### src/rtl/ufc_pkg.sv
package ufc_pkg;
  localparam int DATA_W = 8;
  localparam int ADDR_W = 3;
  localparam logic [ADDR_W-1:0] ADR_TRG  = 3'd1;
  localparam logic [ADDR_W-1:0] ADR_FEAT = 3'd2;
  localparam logic [ADDR_W-1:0] ADR_SCR  = 3'd7;
  localparam int FEAT_CNT_BIT = 6;
  localparam int TRG_SRC_BIT  = 7;
  localparam logic [DATA_W-1:0] SCR_RST = '1;

  typedef enum logic {SRC_RX = 1'b0, SRC_TX = 1'b1} src_e;

  typedef struct packed {
    logic dma_tx;
    logic alt;
    logic tx_sel;
  } mode_t;

  // Only the low three bits carry meaning; the rest are dropped here.
  function automatic mode_t decode_mode(input logic [DATA_W-1:0] b);
    mode_t m;
    m.dma_tx = b[2];
    m.alt    = b[1];
    m.tx_sel = b[0];
    return m;
  endfunction

  function automatic logic alt_on(input mode_t m);
    return m.tx_sel && m.alt;
  endfunction

  function automatic src_e pick_src(input mode_t m, input logic phase);
    if (alt_on(m)) begin
      if (phase) return SRC_TX;
      return SRC_RX;
    end
    if (m.tx_sel) return SRC_TX;
    return SRC_RX;
  endfunction

  function automatic logic [DATA_W-1:0] status_byte(input src_e s);
    logic [DATA_W-1:0] b;
    b = '0;
    b[TRG_SRC_BIT] = (s == SRC_TX);
    return b;
  endfunction
endpackage

### src/rtl/ufc_regs.sv
module ufc_regs
  import ufc_pkg::*;
(
  input  logic              clk,
  input  logic              rst_n,
  input  logic [ADDR_W-1:0] addr,
  input  logic              wr_en,
  input  logic [DATA_W-1:0] wr_data,
  output logic [DATA_W-1:0] feat_q,
  output logic [DATA_W-1:0] scr_q,
  output mode_t             mode_q,
  output logic              mode_wr,
  output logic              cnt_en
);
  logic scr_hit;
  logic scr_wr;
  logic feat_wr;

  assign cnt_en  = feat_q[FEAT_CNT_BIT];
  assign scr_hit = wr_en && (addr == ADR_SCR);
  assign mode_wr = scr_hit && cnt_en;
  assign scr_wr  = scr_hit && !cnt_en;
  assign feat_wr = wr_en && (addr == ADR_FEAT);

  always_ff @(posedge clk or negedge rst_n) begin
    if (!rst_n) begin
      feat_q <= '0;
      scr_q  <= SCR_RST;
      mode_q <= '0;
    end else begin
      if (feat_wr) feat_q <= wr_data;
      if (scr_wr)  scr_q  <= wr_data;
      if (mode_wr) mode_q <= decode_mode(wr_data);
    end
  end

  AST_SCRATCH_KEPT: assert property (@(posedge clk) disable iff (!rst_n)
    mode_wr |=> $stable(scr_q));
  AST_RSV_IGNORED: assert property (@(posedge clk) disable iff (!rst_n)
    mode_wr |=> (mode_q == decode_mode($past(wr_data) & 8'h07)));
endmodule

### src/rtl/ufc_seq.sv
module ufc_seq
  import ufc_pkg::*;
(
  input  logic  clk,
  input  logic  rst_n,
  input  mode_t mode_q,
  input  mode_t mode_nxt,
  input  logic  mode_wr,
  input  logic  cnt_rd,
  output src_e  src_used,
  output src_e  last_src
);
  logic alt_phase;
  logic adv;

  assign src_used = pick_src(mode_q, alt_phase);
  assign adv      = cnt_rd && alt_on(mode_q);

  always_ff @(posedge clk or negedge rst_n) begin
    if (!rst_n) begin
      alt_phase <= 1'b0;
      last_src  <= SRC_RX;
    end else if (mode_wr) begin
      alt_phase <= 1'b0;
      last_src  <= pick_src(mode_nxt, 1'b0);
    end else begin
      if (adv)    alt_phase <= !alt_phase;
      if (cnt_rd) last_src  <= src_used;
    end
  end

  AST_ALT_RESTART: assert property (@(posedge clk) disable iff (!rst_n)
    mode_wr |=> !alt_phase);
  AST_ALT_TOGGLE: assert property (@(posedge clk) disable iff (!rst_n)
    (adv && !mode_wr) |=> (alt_phase != $past(alt_phase)));
  AST_ALT_HOLD: assert property (@(posedge clk) disable iff (!rst_n)
    (!cnt_rd && !mode_wr) |=> $stable(alt_phase));
endmodule

### src/rtl/ufc_rdmux.sv
module ufc_rdmux
  import ufc_pkg::*;
#(
  parameter int CNT_W = 8
) (
  input  logic              clk,
  input  logic              rst_n,
  input  logic              rd_en,
  input  logic [ADDR_W-1:0] addr,
  input  logic              cnt_en,
  input  logic [DATA_W-1:0] feat_q,
  input  logic [DATA_W-1:0] scr_q,
  input  src_e              src_used,
  input  src_e              last_src,
  input  logic [CNT_W-1:0]  rx_cnt,
  input  logic [CNT_W-1:0]  tx_cnt,
  output logic [DATA_W-1:0] rd_data
);
  logic [DATA_W-1:0] cnt_byte;
  logic [DATA_W-1:0] rd_nxt;

  assign cnt_byte = (src_used == SRC_TX) ? DATA_W'(tx_cnt) : DATA_W'(rx_cnt);

  always_comb begin
    rd_nxt = '0;
    case (addr)
      ADR_SCR:  rd_nxt = cnt_en ? cnt_byte : scr_q;
      ADR_FEAT: rd_nxt = feat_q;
      ADR_TRG:  rd_nxt = status_byte(last_src);
      default:  rd_nxt = '0;
    endcase
  end

  always_ff @(posedge clk or negedge rst_n) begin
    if (!rst_n)     rd_data <= '0;
    else if (rd_en) rd_data <= rd_nxt;
  end

  AST_RX_RETURNED: assert property (@(posedge clk) disable iff (!rst_n)
    (rd_en && addr == ADR_SCR && cnt_en && src_used == SRC_RX)
      |=> (rd_data == DATA_W'($past(rx_cnt))));
  AST_TX_RETURNED: assert property (@(posedge clk) disable iff (!rst_n)
    (rd_en && addr == ADR_SCR && cnt_en && src_used == SRC_TX)
      |=> (rd_data == DATA_W'($past(tx_cnt))));
endmodule

### src/rtl/uart_fifo_cnt_rb.sv
module uart_fifo_cnt_rb
  import ufc_pkg::*;
#(
  parameter int CNT_W      = 8,
  parameter int FIFO_DEPTH = 128
) (
  input  logic              clk,
  input  logic              rst_n,
  input  logic [ADDR_W-1:0] addr,
  input  logic              wr_en,
  input  logic              rd_en,
  input  logic [DATA_W-1:0] wr_data,
  output logic [DATA_W-1:0] rd_data,
  input  logic [CNT_W-1:0]  rx_cnt,
  input  logic [CNT_W-1:0]  tx_cnt,
  output logic              dma_rx_en,
  output logic              dma_tx_en
);
  localparam logic [CNT_W-1:0] DEPTH_V = CNT_W'(FIFO_DEPTH);

  logic [DATA_W-1:0] feat_q;
  logic [DATA_W-1:0] scr_q;
  mode_t             mode_q;
  mode_t             mode_nxt;
  logic              mode_wr;
  logic              cnt_en;
  logic              cnt_rd;
  src_e              src_used;
  src_e              last_src;

  assign mode_nxt  = decode_mode(wr_data);
  assign cnt_rd    = rd_en && (addr == ADR_SCR) && cnt_en;
  assign dma_tx_en = mode_q.dma_tx;
  assign dma_rx_en = !mode_q.dma_tx;

  ufc_regs u_regs (
    .clk(clk), .rst_n(rst_n), .addr(addr), .wr_en(wr_en), .wr_data(wr_data),
    .feat_q(feat_q), .scr_q(scr_q), .mode_q(mode_q), .mode_wr(mode_wr),
    .cnt_en(cnt_en)
  );

  ufc_seq u_seq (
    .clk(clk), .rst_n(rst_n), .mode_q(mode_q), .mode_nxt(mode_nxt),
    .mode_wr(mode_wr), .cnt_rd(cnt_rd), .src_used(src_used), .last_src(last_src)
  );

  ufc_rdmux #(.CNT_W(CNT_W)) u_rdmux (
    .clk(clk), .rst_n(rst_n), .rd_en(rd_en), .addr(addr), .cnt_en(cnt_en),
    .feat_q(feat_q), .scr_q(scr_q), .src_used(src_used), .last_src(last_src),
    .rx_cnt(rx_cnt), .tx_cnt(tx_cnt), .rd_data(rd_data)
  );

  AST_DMA_FOLLOWS: assert property (@(posedge clk) disable iff (!rst_n)
    mode_wr |=> (dma_tx_en == $past(wr_data[2]) && dma_rx_en == !$past(wr_data[2])));
  AST_DMA_STEADY: assert property (@(posedge clk) disable iff (!rst_n)
    !mode_wr |=> ($stable(dma_tx_en) && $stable(dma_rx_en)));
  AST_CNT_RANGE: assert property (@(posedge clk) disable iff (!rst_n)
    (rx_cnt <= DEPTH_V) && (tx_cnt <= DEPTH_V));
endmodule

### config.mk
export PLATFORM = sky130hd
export DESIGN_NAME = uart_fifo_cnt_rb
export DESIGN_NICKNAME = d
export VERILOG_FILES = /design/src/rtl/ufc_pkg.sv /design/src/rtl/ufc_regs.sv /design/src/rtl/ufc_seq.sv /design/src/rtl/ufc_rdmux.sv /design/src/rtl/uart_fifo_cnt_rb.sv
export SDC_FILE = /design/constraint.sdc
export NUM_CORES = 1
export LEC_CHECK = 0
export ABC_AREA = 0
export BUFFER_PORTS_ARGS = -buffer_cell sky130_fd_sc_hd__buf_2
export CAP_MARGIN = 30
export CORE_MARGIN = 2
export CORE_UTILIZATION = 40
export CTS_CLUSTER_DIAMETER = 50
export DETAILED_ROUTE_END_ITERATION = 12
export PLACE_DENSITY = 0.65
export SLEW_MARGIN = 10
export SYNTH_ARGS = -nofsm -noshare
export SYNTH_HDL_FRONTEND = slang
export SYNTH_SLANG_ARGS = --single-unit
export TNS_END_PERCENT = 100
### constraint.sdc
create_clock -name clk -period 1.6 [get_ports clk]
set_input_delay 0.16 -clock clk [delete_from_list [all_inputs] [get_ports clk]]
set_output_delay 0.16 -clock clk [all_outputs]
set_load 0.01 [all_outputs]
==> results.yml, run 1 <==
power:
  irDropWorstVdd_mv: 0.541
  leakage_nw: 0.829
  switchingPower_mw: 0.550
  switching_share_pct: 25.9
  intPower_mw: 1.57
  p_total_mw: 2.12
  combinationalPowerShare_pct: 21.6
  p_clk_share_pct: 29.5
  power.density_mw_per_mm2: 1200
  pwr-share-seq_pct: 48.9
routing:
  wl_per_cell_um: 14.7
  vias: 1101
  wirelength_um: 3180
  dr.pass1.iters: 4
  vias_per_cell: 5.10
  drc: 0
  first_iter_violations: 41
  ant_nets: 0
clocking:
  cts.sinks: 29
  htreeDepth: 2
  cts_tree: "done"
  clock_path_buffers: 2
  postCtsHoldBufs: 1
  cts_root_buf: "clkbuf_4"
  cts_buffers: 5
  clock_latency_ns: 0.33
  clk_pin_slew_ns: 0.09
  cts_resized: 0
  post_cts_buffers: 0
sta:
  hold_violations: 0
  finalSetupViolCount: 0
  slew_viol_final: 0
  layout_setup_ws_ns: 0.322
  clock_skew_ns: 0.00897
  finalCriticalPeriod_ns: 1.28
  tns_ns: 0
  worstMarginPinSlew_ns: 0.645
  period_share_pct: 79.9
  grt_setup_unrepaired: "no"
  maxSlewHeadroom_pct: 57.0
  fmax_mhz: 783
  hold_ws_ns: 0.0727
place:
  dp_hpwl_um: 2280
  dpl_cell_area_mm2: 0.00168
  port_buffers: 40
  dp_cells: 207
  gp_congestion: 0.847
  place_ws_ns: 0.319
grt:
  grt_overflow: 0
  antenna_found_initial: 0
  grt_pass1_wl_um: 5480
  track_usage_pct: 17.9
  grt_pass1_vias: 1132
  grt_max_degree: 30
floorplanning:
  io_pins: 41
  core_area_mm2: 0.00336
  die_area_mm2: 0.00404
  initial_core_util_pct: 42.2
  rows: 21
  fp.dieW_um: 63.6
  dieHeight_um: 63.6
finish:
  drive_above_1_share_pct: 49.4
  final_common_cell: "buf_2"
  final_area_mm2: 0.00177
  nNetsFinal: 200
  num_antenna_cells: 0
  final_util_pct: 52.7
  instances_no_fill: 216
  layout_common_cells: "40 x buf_2, 21 x dfrtp_1, 18 x o21ai_0"
  syn_to_final_growth_pct: 25.0
yosys:
  synth.avg_cell_area_um2: 11.8
  syn_nets: 151
  synth_seq_cells: 29
  synth.cell_area_mm2: 0.00142
  yosysSeqAreaShare_pct: 51.9
  yosysWarnings: 0
  ys_types: 32
  synthCells: 120
worst_setup_path:
  cp-start-kind: "flop"
  crit_fanout: 8
  worst_ep_required_time_ns: 1.81
  cp_slowest_cell: "dfrtp_1"
  cp_data_arrival_time_ns: 1.49
  critPathCaptureType: "flop"
  slowest_delay_ns: 0.40
  crit_type: "flop to flop"
  path_cells: "nand2b_1 > a21o_1 > o221ai_1 > o21ai_1"
job:
  maxCapViolations: 0
run_status:
  status: "complete, no violations"
min_path:
  hold_path_class: "primary input to flop"
Yosys cell counts:
master / count / area, µm²
dfrtp_1: 21 / 526
o21ai_0: 18 / 90.1
mux2_4: 9 / 135
a31oi_1: 8 / 50.1
dfstp_2: 8 / 210
mux2_2: 8 / 90.1
nor2b_1: 7 / 43.8
o22ai_1: 7 / 43.8
inv_1: 5 / 18.8
nand2_1: 5 / 18.8
clkbuf_1: 2 / 7.51
nand4_1: 2 / 12.5
a21o_1: 1 / 7.51
a21oi_1: 1 / 5.00
and2_2: 1 / 7.51
and2_4: 1 / 8.76
and4_2: 1 / 10.0
buf_12: 1 / 20.0
buf_2: 1 / 5.00
buf_6: 1 / 11.3
nand2b_1: 1 / 6.26
nand3_1: 1 / 5.00
nand3b_1: 1 / 7.51
nand4_2: 1 / 12.5
nor2_1: 1 / 3.75
nor2_2: 1 / 6.26
nor3b_4: 1 / 18.8
o21ai_1: 1 / 5.00
o221ai_1: 1 / 8.76
o41ai_1: 1 / 8.76
or2_1: 1 / 6.26
xnor2_1: 1 / 8.76
kinds of logic after synthesis:
kind of cell	share of synthesized area [%]
AO/OA/AOI/OAI	15.4
XOR/XNOR	0.617
buffers and inverters	4.41
flip-flops	51.9
multiplexers	15.9
AND/OR/NAND/NOR	11.8
flip-flops by register name (all words and copies together) (netlist names):
signal / flops
u_regs.feat_q: 8
u_seq.last_src: 1
u_seq.alt_phase: 1
u_regs.scr_q: 8
u_regs.mode_q: 3
u_rdmux.rd_data: 8
routing by layer:
metal	wire length [µm]	track usage, %	up-vias
met1	1400	22.5	521
met2	1530	28.7	32
li1	-	-	540
met5	0	0	-
met3	190	6.07	8
met4	65	6.52	0
final timing paths:
path	end	startpoint	cells after the start	slack, ns
worst max-delay path	u_rdmux.rd_data[6]	u_seq.alt_phase	4	0.32
worst min-delay path	u_regs.feat_q[5]	wr_data[5]	2	0.07
worst max register to register	u_rdmux.rd_data[6]	u_seq.alt_phase	4	0.32
worst min register to register	u_regs.feat_q[1]	u_regs.feat_q[1]	1	0.52
max in group asynchronous	u_seq.alt_phase	rst_n	2	0.78
min in group asynchronous	u_regs.feat_q[6]	rst_n	2	0.40
power groups by stage:
| stage | logic, mW | clock network, mW | registers [mW] |
|---|---|---|---|
| finish | 0.459 | 0.625 | 1.04 |
| global route | 0.509 | 0.685 | 1.06 |
| CTS | 0.465 | 0.649 | 1.04 |
| detailed placement | 0.463 | 0 | 1.05 |
| global placement | 0.454 | 0 | 1.05 |
| floorplan | 0.291 | 0 | 1.04 |
critical path, delay by kind of cell, from the launching register on:
family          cells  cell delay [ns]
compound gates      3             0.59
flops               1             0.40
simple gates        1             0.18
cell type report:
class                      instances  area [µm²]
clock buffer                       7        55.1
clock inverter                     1        30.0
fill                             329        1590
inverter                           5        18.8
multi-input combinational         81         621
sequential                        29         736
tap                               46        57.6
timing repair buffer              47         255
(Power assumes the default switching activity.)
==> run 2: changes to the inputs <==
- PLACE_DENSITY: 0.65 -> 0.68
- clock period: 1.6 -> 1.1 ns (I/O delays scaled with it)
==> results.yml, run 2 (synthesis results as in run 1) <==
worst_setup_path:
  r2r_start: "u_regs.feat_q[6]"
  reg2reg_depth: 4
  cp-start-kind: "flop"
  crit_fanout: 8
  startpoint: "u_regs.feat_q[6]"
  timing.rr.end: "u_seq.alt_phase"
  crit_type: "flop to flop"
  cp_data_arrival_time_ns: 1.40
  worst_ep_required_time_ns: 1.33
  critPathCapture: "u_seq.alt_phase"
  critPathCaptureType: "flop"
  r2r_setup_slack_ns: -0.07
job:
  maxCapViolations: 0
finish:
  num_antenna_cells: 0
  final_area_mm2: 0.00196
  nNetsFinal: 216
  layout_common_cells: "40 x buf_2, 20 x dfrtp_1, 18 x buf_4"
  final_util_pct: 58.3
  syn_to_final_growth_pct: 38.2
  top_regs: "u_rdmux.rd_data x8, u_regs.feat_q x8, u_regs.scr_q x8"
  final_common_cell: "buf_2"
  drive_above_1_share_pct: 62.9
  fill_cells: 317
routing:
  wirelength_um: 3700
  vias_per_cell: 5.29
  vias: 1227
  ant_nets: 0
  first_iter_violations: 48
  wl_per_cell_um: 15.9
  drc: 0
  dr.pass1.iters: 5
floorplanning:
  io_pins: 41
  initial_core_util_pct: 42.2
  die_area_mm2: 0.00404
  dieHeight_um: 63.6
  rows: 21
  core_area_mm2: 0.00336
  fp.dieW_um: 63.6
place:
  dpl_cell_area_mm2: 0.00178
  gp_congestion: 0.818
  dp_hpwl_um: 2550
  port_buffers: 40
sta:
  layout_setup_ws_ns: -0.0712
  slew_viol_final: 0
  maxSlewHeadroom_pct: 75.5
  hold_violations: 0
  clock_skew_ns: 0.0108
  period_share_pct: 106
  finalSetupViolCount: 19
  finalCriticalPeriod_ns: 1.17
  worstMarginPinSlew_ns: 0.367
  fmax_mhz: 854
  grt_setup_unrepaired: "yes"
run_status:
  violations: "setup timing"
  status: "finished, violations left"
grt:
  track_usage_pct: 19.7
  grt_overflow: 0
  grt_pass1_vias: 1287
  antenna_found_initial: 0
  grt_pass1_wl_um: 6010
  grt_max_degree: 30
power:
  power.density_mw_per_mm2: 1580
  irDropWorstVdd_mv: 1.07
  leakage_nw: 0.909
clocking:
  clk_pin_slew_ns: 0.09
  clock_path_buffers: 2
  cts.sinks: 29
  cts_buffers: 5
  clock_latency_ns: 0.34
  cts_tree: "done"
  htreeDepth: 2
  cts_root_buf: "clkbuf_4"
min_path:
  hold_path_class: "primary input to flop"
==> run 2: changes by cell type in the layout (fill, tap and decap cells not counted), moves of 4 or more <==
cell	before	now
buf_4	6	18
o21ai_0	18	3
o21ai_1	1	10
o21ai_2	0	6
o22ai_1	7	3
o22ai_2	0	4
==> run 2: worst min-delay path by stage <==
stage               startpoint                 end  slack (ns)  depth (start not counted)
floorplan                rst_n  u_rdmux.rd_data[0]       -0.19                          0
global placement         rst_n    u_regs.feat_q[1]        0.13                          2
detailed placement       rst_n  u_rdmux.rd_data[1]        0.13                          2
CTS                 wr_data[7]    u_regs.feat_q[7]       0.006                          2
global route        wr_data[4]     u_regs.scr_q[4]        0.01                          2
finish              wr_data[7]    u_regs.feat_q[7]        0.01                          2
==> run 2: area by class of cell <==
cell class                      count  area, µm²  share of cell area [%]
Clock buffer                        6       41.3                    2.11
Clock inverter                      2       10.0                   0.511
Inverter                            5       18.8                   0.957
Multi-Input combinational cell     81        708                    36.1
Sequential cell                    29        737                    37.6
Tap cell                           46       57.6                    2.94
Timing Repair Buffer               63        388                    19.8
==> run 2: critical path, cell delays in order, from the launching register on <==
cell,delay [ns]
dfrtp_2,0.42
buf_4,0.20
nand4_1,0.13
xnor2_1,0.14
and2_2,0.18
==> run 2: routing by layer <==
metal / wire length (µm) / up-vias / global-route usage [%]
li1: - / 570 / -
met1: 1530 / 595 / 24.2
met2: 1790 / 53 / 32.1
met3: 293 / 9 / 5.89
met4: 91 / 0 / 8.42
met5: 0 / - / 0
==> run 2: metrics by stage <==
stage	setup slack, ns	setup TNS [ns]	hold WS (ns)	power (mW)	cells
finish	-0.0712	-0.735	0.0101	3.09	232
global route	-0.117	-1.47	0.0146	3.24	232
CTS	-0.0492	-0.548	0.00623	3.03	232
detailed placement	-0.159	-2.38	0.135	2.30	220
global placement	-0.110	-1.45	0.131	2.26	220
floorplan	-0.0906	-0.487	-0.186	1.93	120
==> run 2: where the power goes <==
group | total (mW) | internal [mW] | leakage, nW | switching [mW]
sequential | 1.54 | 1.37 | 0.349 | 0.165
combinational | 0.911 | 0.513 | 0.529 | 0.398
clock | 0.643 | 0.243 | 0.0320 | 0.400
==> run 2: repair_timing <==
item                                   4_1_cts  5_1_grt
setup buffers                                1        0
endpoints found under the hold margin       24        0
pin swaps                                    1        4
hold buffers                                 3        0
setup endpoints to repair                   21       20
gates resized for setup                     25       10
==> run 3: changes to the inputs <==
- CAP_MARGIN: 30 -> 20
- MAX_ROUTING_LAYER: not set -> met4
- SETUP_SLACK_MARGIN: not set -> 0.5
==> results.yml, run 3 (synthesis results as in run 1) <==
worst_setup_path:
  cp_data_arrival_time_ns: 1.38
  crit_family: "compound AO/OA/AOI/OAI gates"
  cp-start-kind: "flop"
  cp_slowest_cell: "dfrtp_1"
  crit_cells: 4
  crit_buf_inv: 0
  timing.rr.end: "u_rdmux.rd_data[6]"
  path_cells: "nand2b_4 > a21o_4 > o221ai_2 > o21ai_1"
  crit_type: "flop to flop"
  slowest_delay_ns: 0.39
  reg2reg_depth: 4
  startpoint: "u_seq.alt_phase"
  crit_fanout: 8
  worst_ep_required_time_ns: 1.32
  r2r_setup_slack_ns: -0.06
  critPathCaptureType: "flop"
  r2r_start: "u_seq.alt_phase"
  critPathCapture: "u_rdmux.rd_data[6]"
clocking:
  clock_path_buffers: 2
  cts_root_buf: "clkbuf_4"
  cts_tree: "done"
  cts_buffers: 5
  clk_pin_slew_ns: 0.09
  htreeDepth: 2
  clock_latency_ns: 0.33
  cts.sinks: 29
floorplanning:
  core_area_mm2: 0.00336
  io_pins: 41
  initial_core_util_pct: 42.2
  fp.dieW_um: 63.6
  die_area_mm2: 0.00404
  dieHeight_um: 63.6
  rows: 21
power:
  leakage_nw: 0.907
  power.density_mw_per_mm2: 1570
  irDropWorstVdd_mv: 0.791
  pwr-share-seq_pct: 49.0
  intPower_mw: 2.18
  p_clk_share_pct: 21.7
  p_total_mw: 3.10
  switchingPower_mw: 0.919
  switching_share_pct: 29.6
  combinationalPowerShare_pct: 29.3
finish:
  layout_common_cells: "35 x buf_2, 20 x dfrtp_1, 15 x buf_4"
  instances_no_fill: 228
  top_regs: "u_rdmux.rd_data x8, u_regs.feat_q x8, u_regs.scr_q x8"
  syn_to_final_growth_pct: 39.4
  ff_latch_area_um2: 737
  final_util_pct: 58.8
  final_area_mm2: 0.00198
  multi_input_area_um2: 708
  fill_cells: 308
  final_common_cell: "buf_2"
  num_antenna_cells: 0
  nNetsFinal: 213
  drive_above_1_share_pct: 63.2
sta:
  slew_viol_final: 0
  clock_skew_ns: 0.00652
  worstMarginPinSlew_ns: 0.300
  fmax_mhz: 862
  finalSetupViolCount: 20
  hold_violations: 25
  hold_ws_ns: -0.353
  maxSlewHeadroom_pct: 80.0
  period_share_pct: 106
  layout_setup_ws_ns: -0.0605
  grt_setup_unrepaired: "yes"
  tns_ns: -0.771
  finalCriticalPeriod_ns: 1.16
routing:
  wirelength_um: 3730
  vias: 1201
  drc: 0
  ant_nets: 0
  wl_per_cell_um: 16.4
  dr.pass1.iters: 4
  first_iter_violations: 54
  vias_per_cell: 5.27
min_path:
  hold_path_class: "primary input to asynchronous set/reset pin"
grt:
  grt_overflow: 0
  antenna_found_initial: 0
  track_usage_pct: 21.3
  grt_pass1_vias: 1300
  grt_max_degree: 18
  grt_pass1_wl_um: 6230
place:
  dpl_cell_area_mm2: 0.00177
  gp_congestion: 0.789
  dp_cells: 216
  dp_hpwl_um: 2600
  place_ws_ns: -0.134
  port_buffers: 40
job:
  maxCapViolations: 0
run_status:
  status: "finished, violations left"
  violations: "hold timing, setup timing"
==> run 3: cell type report <==
class | instances | share of cell area, %
sequential | 29 | 37.3
tap | 46 | 2.91
multi-input combinational | 82 | 35.8
timing repair buffer | 59 | 20.3
inverter | 5 | 0.949
clock buffer | 7 | 2.78
==> run 3: per-layer routing <==
metal  track usage (%)  up-vias  share of wire (%)
li1                  -      566                  -
met1              26.4      598                 45
met2              33.6       28                 49
met3              5.71        9                4.5
met4              7.88        0                1.9
met5                 -        -                  0
==> run 3: power by group through the flow <==
stage / clock [mW] / combinational [mW] / sequential, mW
4_1_cts: 0.693 / 0.874 / 1.52
2_1_floorplan: 0 / 0.441 / 1.51
6_report: 0.672 / 0.910 / 1.52
3_5_place_dp: 0 / 0.778 / 1.53
5_1_grt: 0.735 / 0.988 / 1.55
3_3_place_gp: 0 / 0.753 / 1.51
==> run 3: worst min path at each step <==
stage	cells after the start	endpoint	slack, ns	startpoint
floorplan	0	u_rdmux.rd_data[0]	-0.19	rst_n
global placement	1	u_rdmux.rd_data[5]	0.02	rst_n
detailed placement	1	u_rdmux.rd_data[5]	0.02	rst_n
CTS	1	u_rdmux.rd_data[1]	-0.35	rst_n
global route	1	u_rdmux.rd_data[1]	-0.36	rst_n
finish	1	u_regs.feat_q[1]	-0.35	rst_n
==> run 3: timing repair <==
item	in CTS	in global routing
resized for setup	23	11
hold endpoints to repair	25	25
pin swaps	3	5
setup buffers	2	2
cloned	1	0
endpoints found under the setup margin	39	39
==> run 3: worst reg2reg max path: cells and delay by family (launching register included) <==
kind / cells / cell delay [ns]
compound gates: 3 / 0.48
flops: 1 / 0.39
simple gates: 1 / 0.17
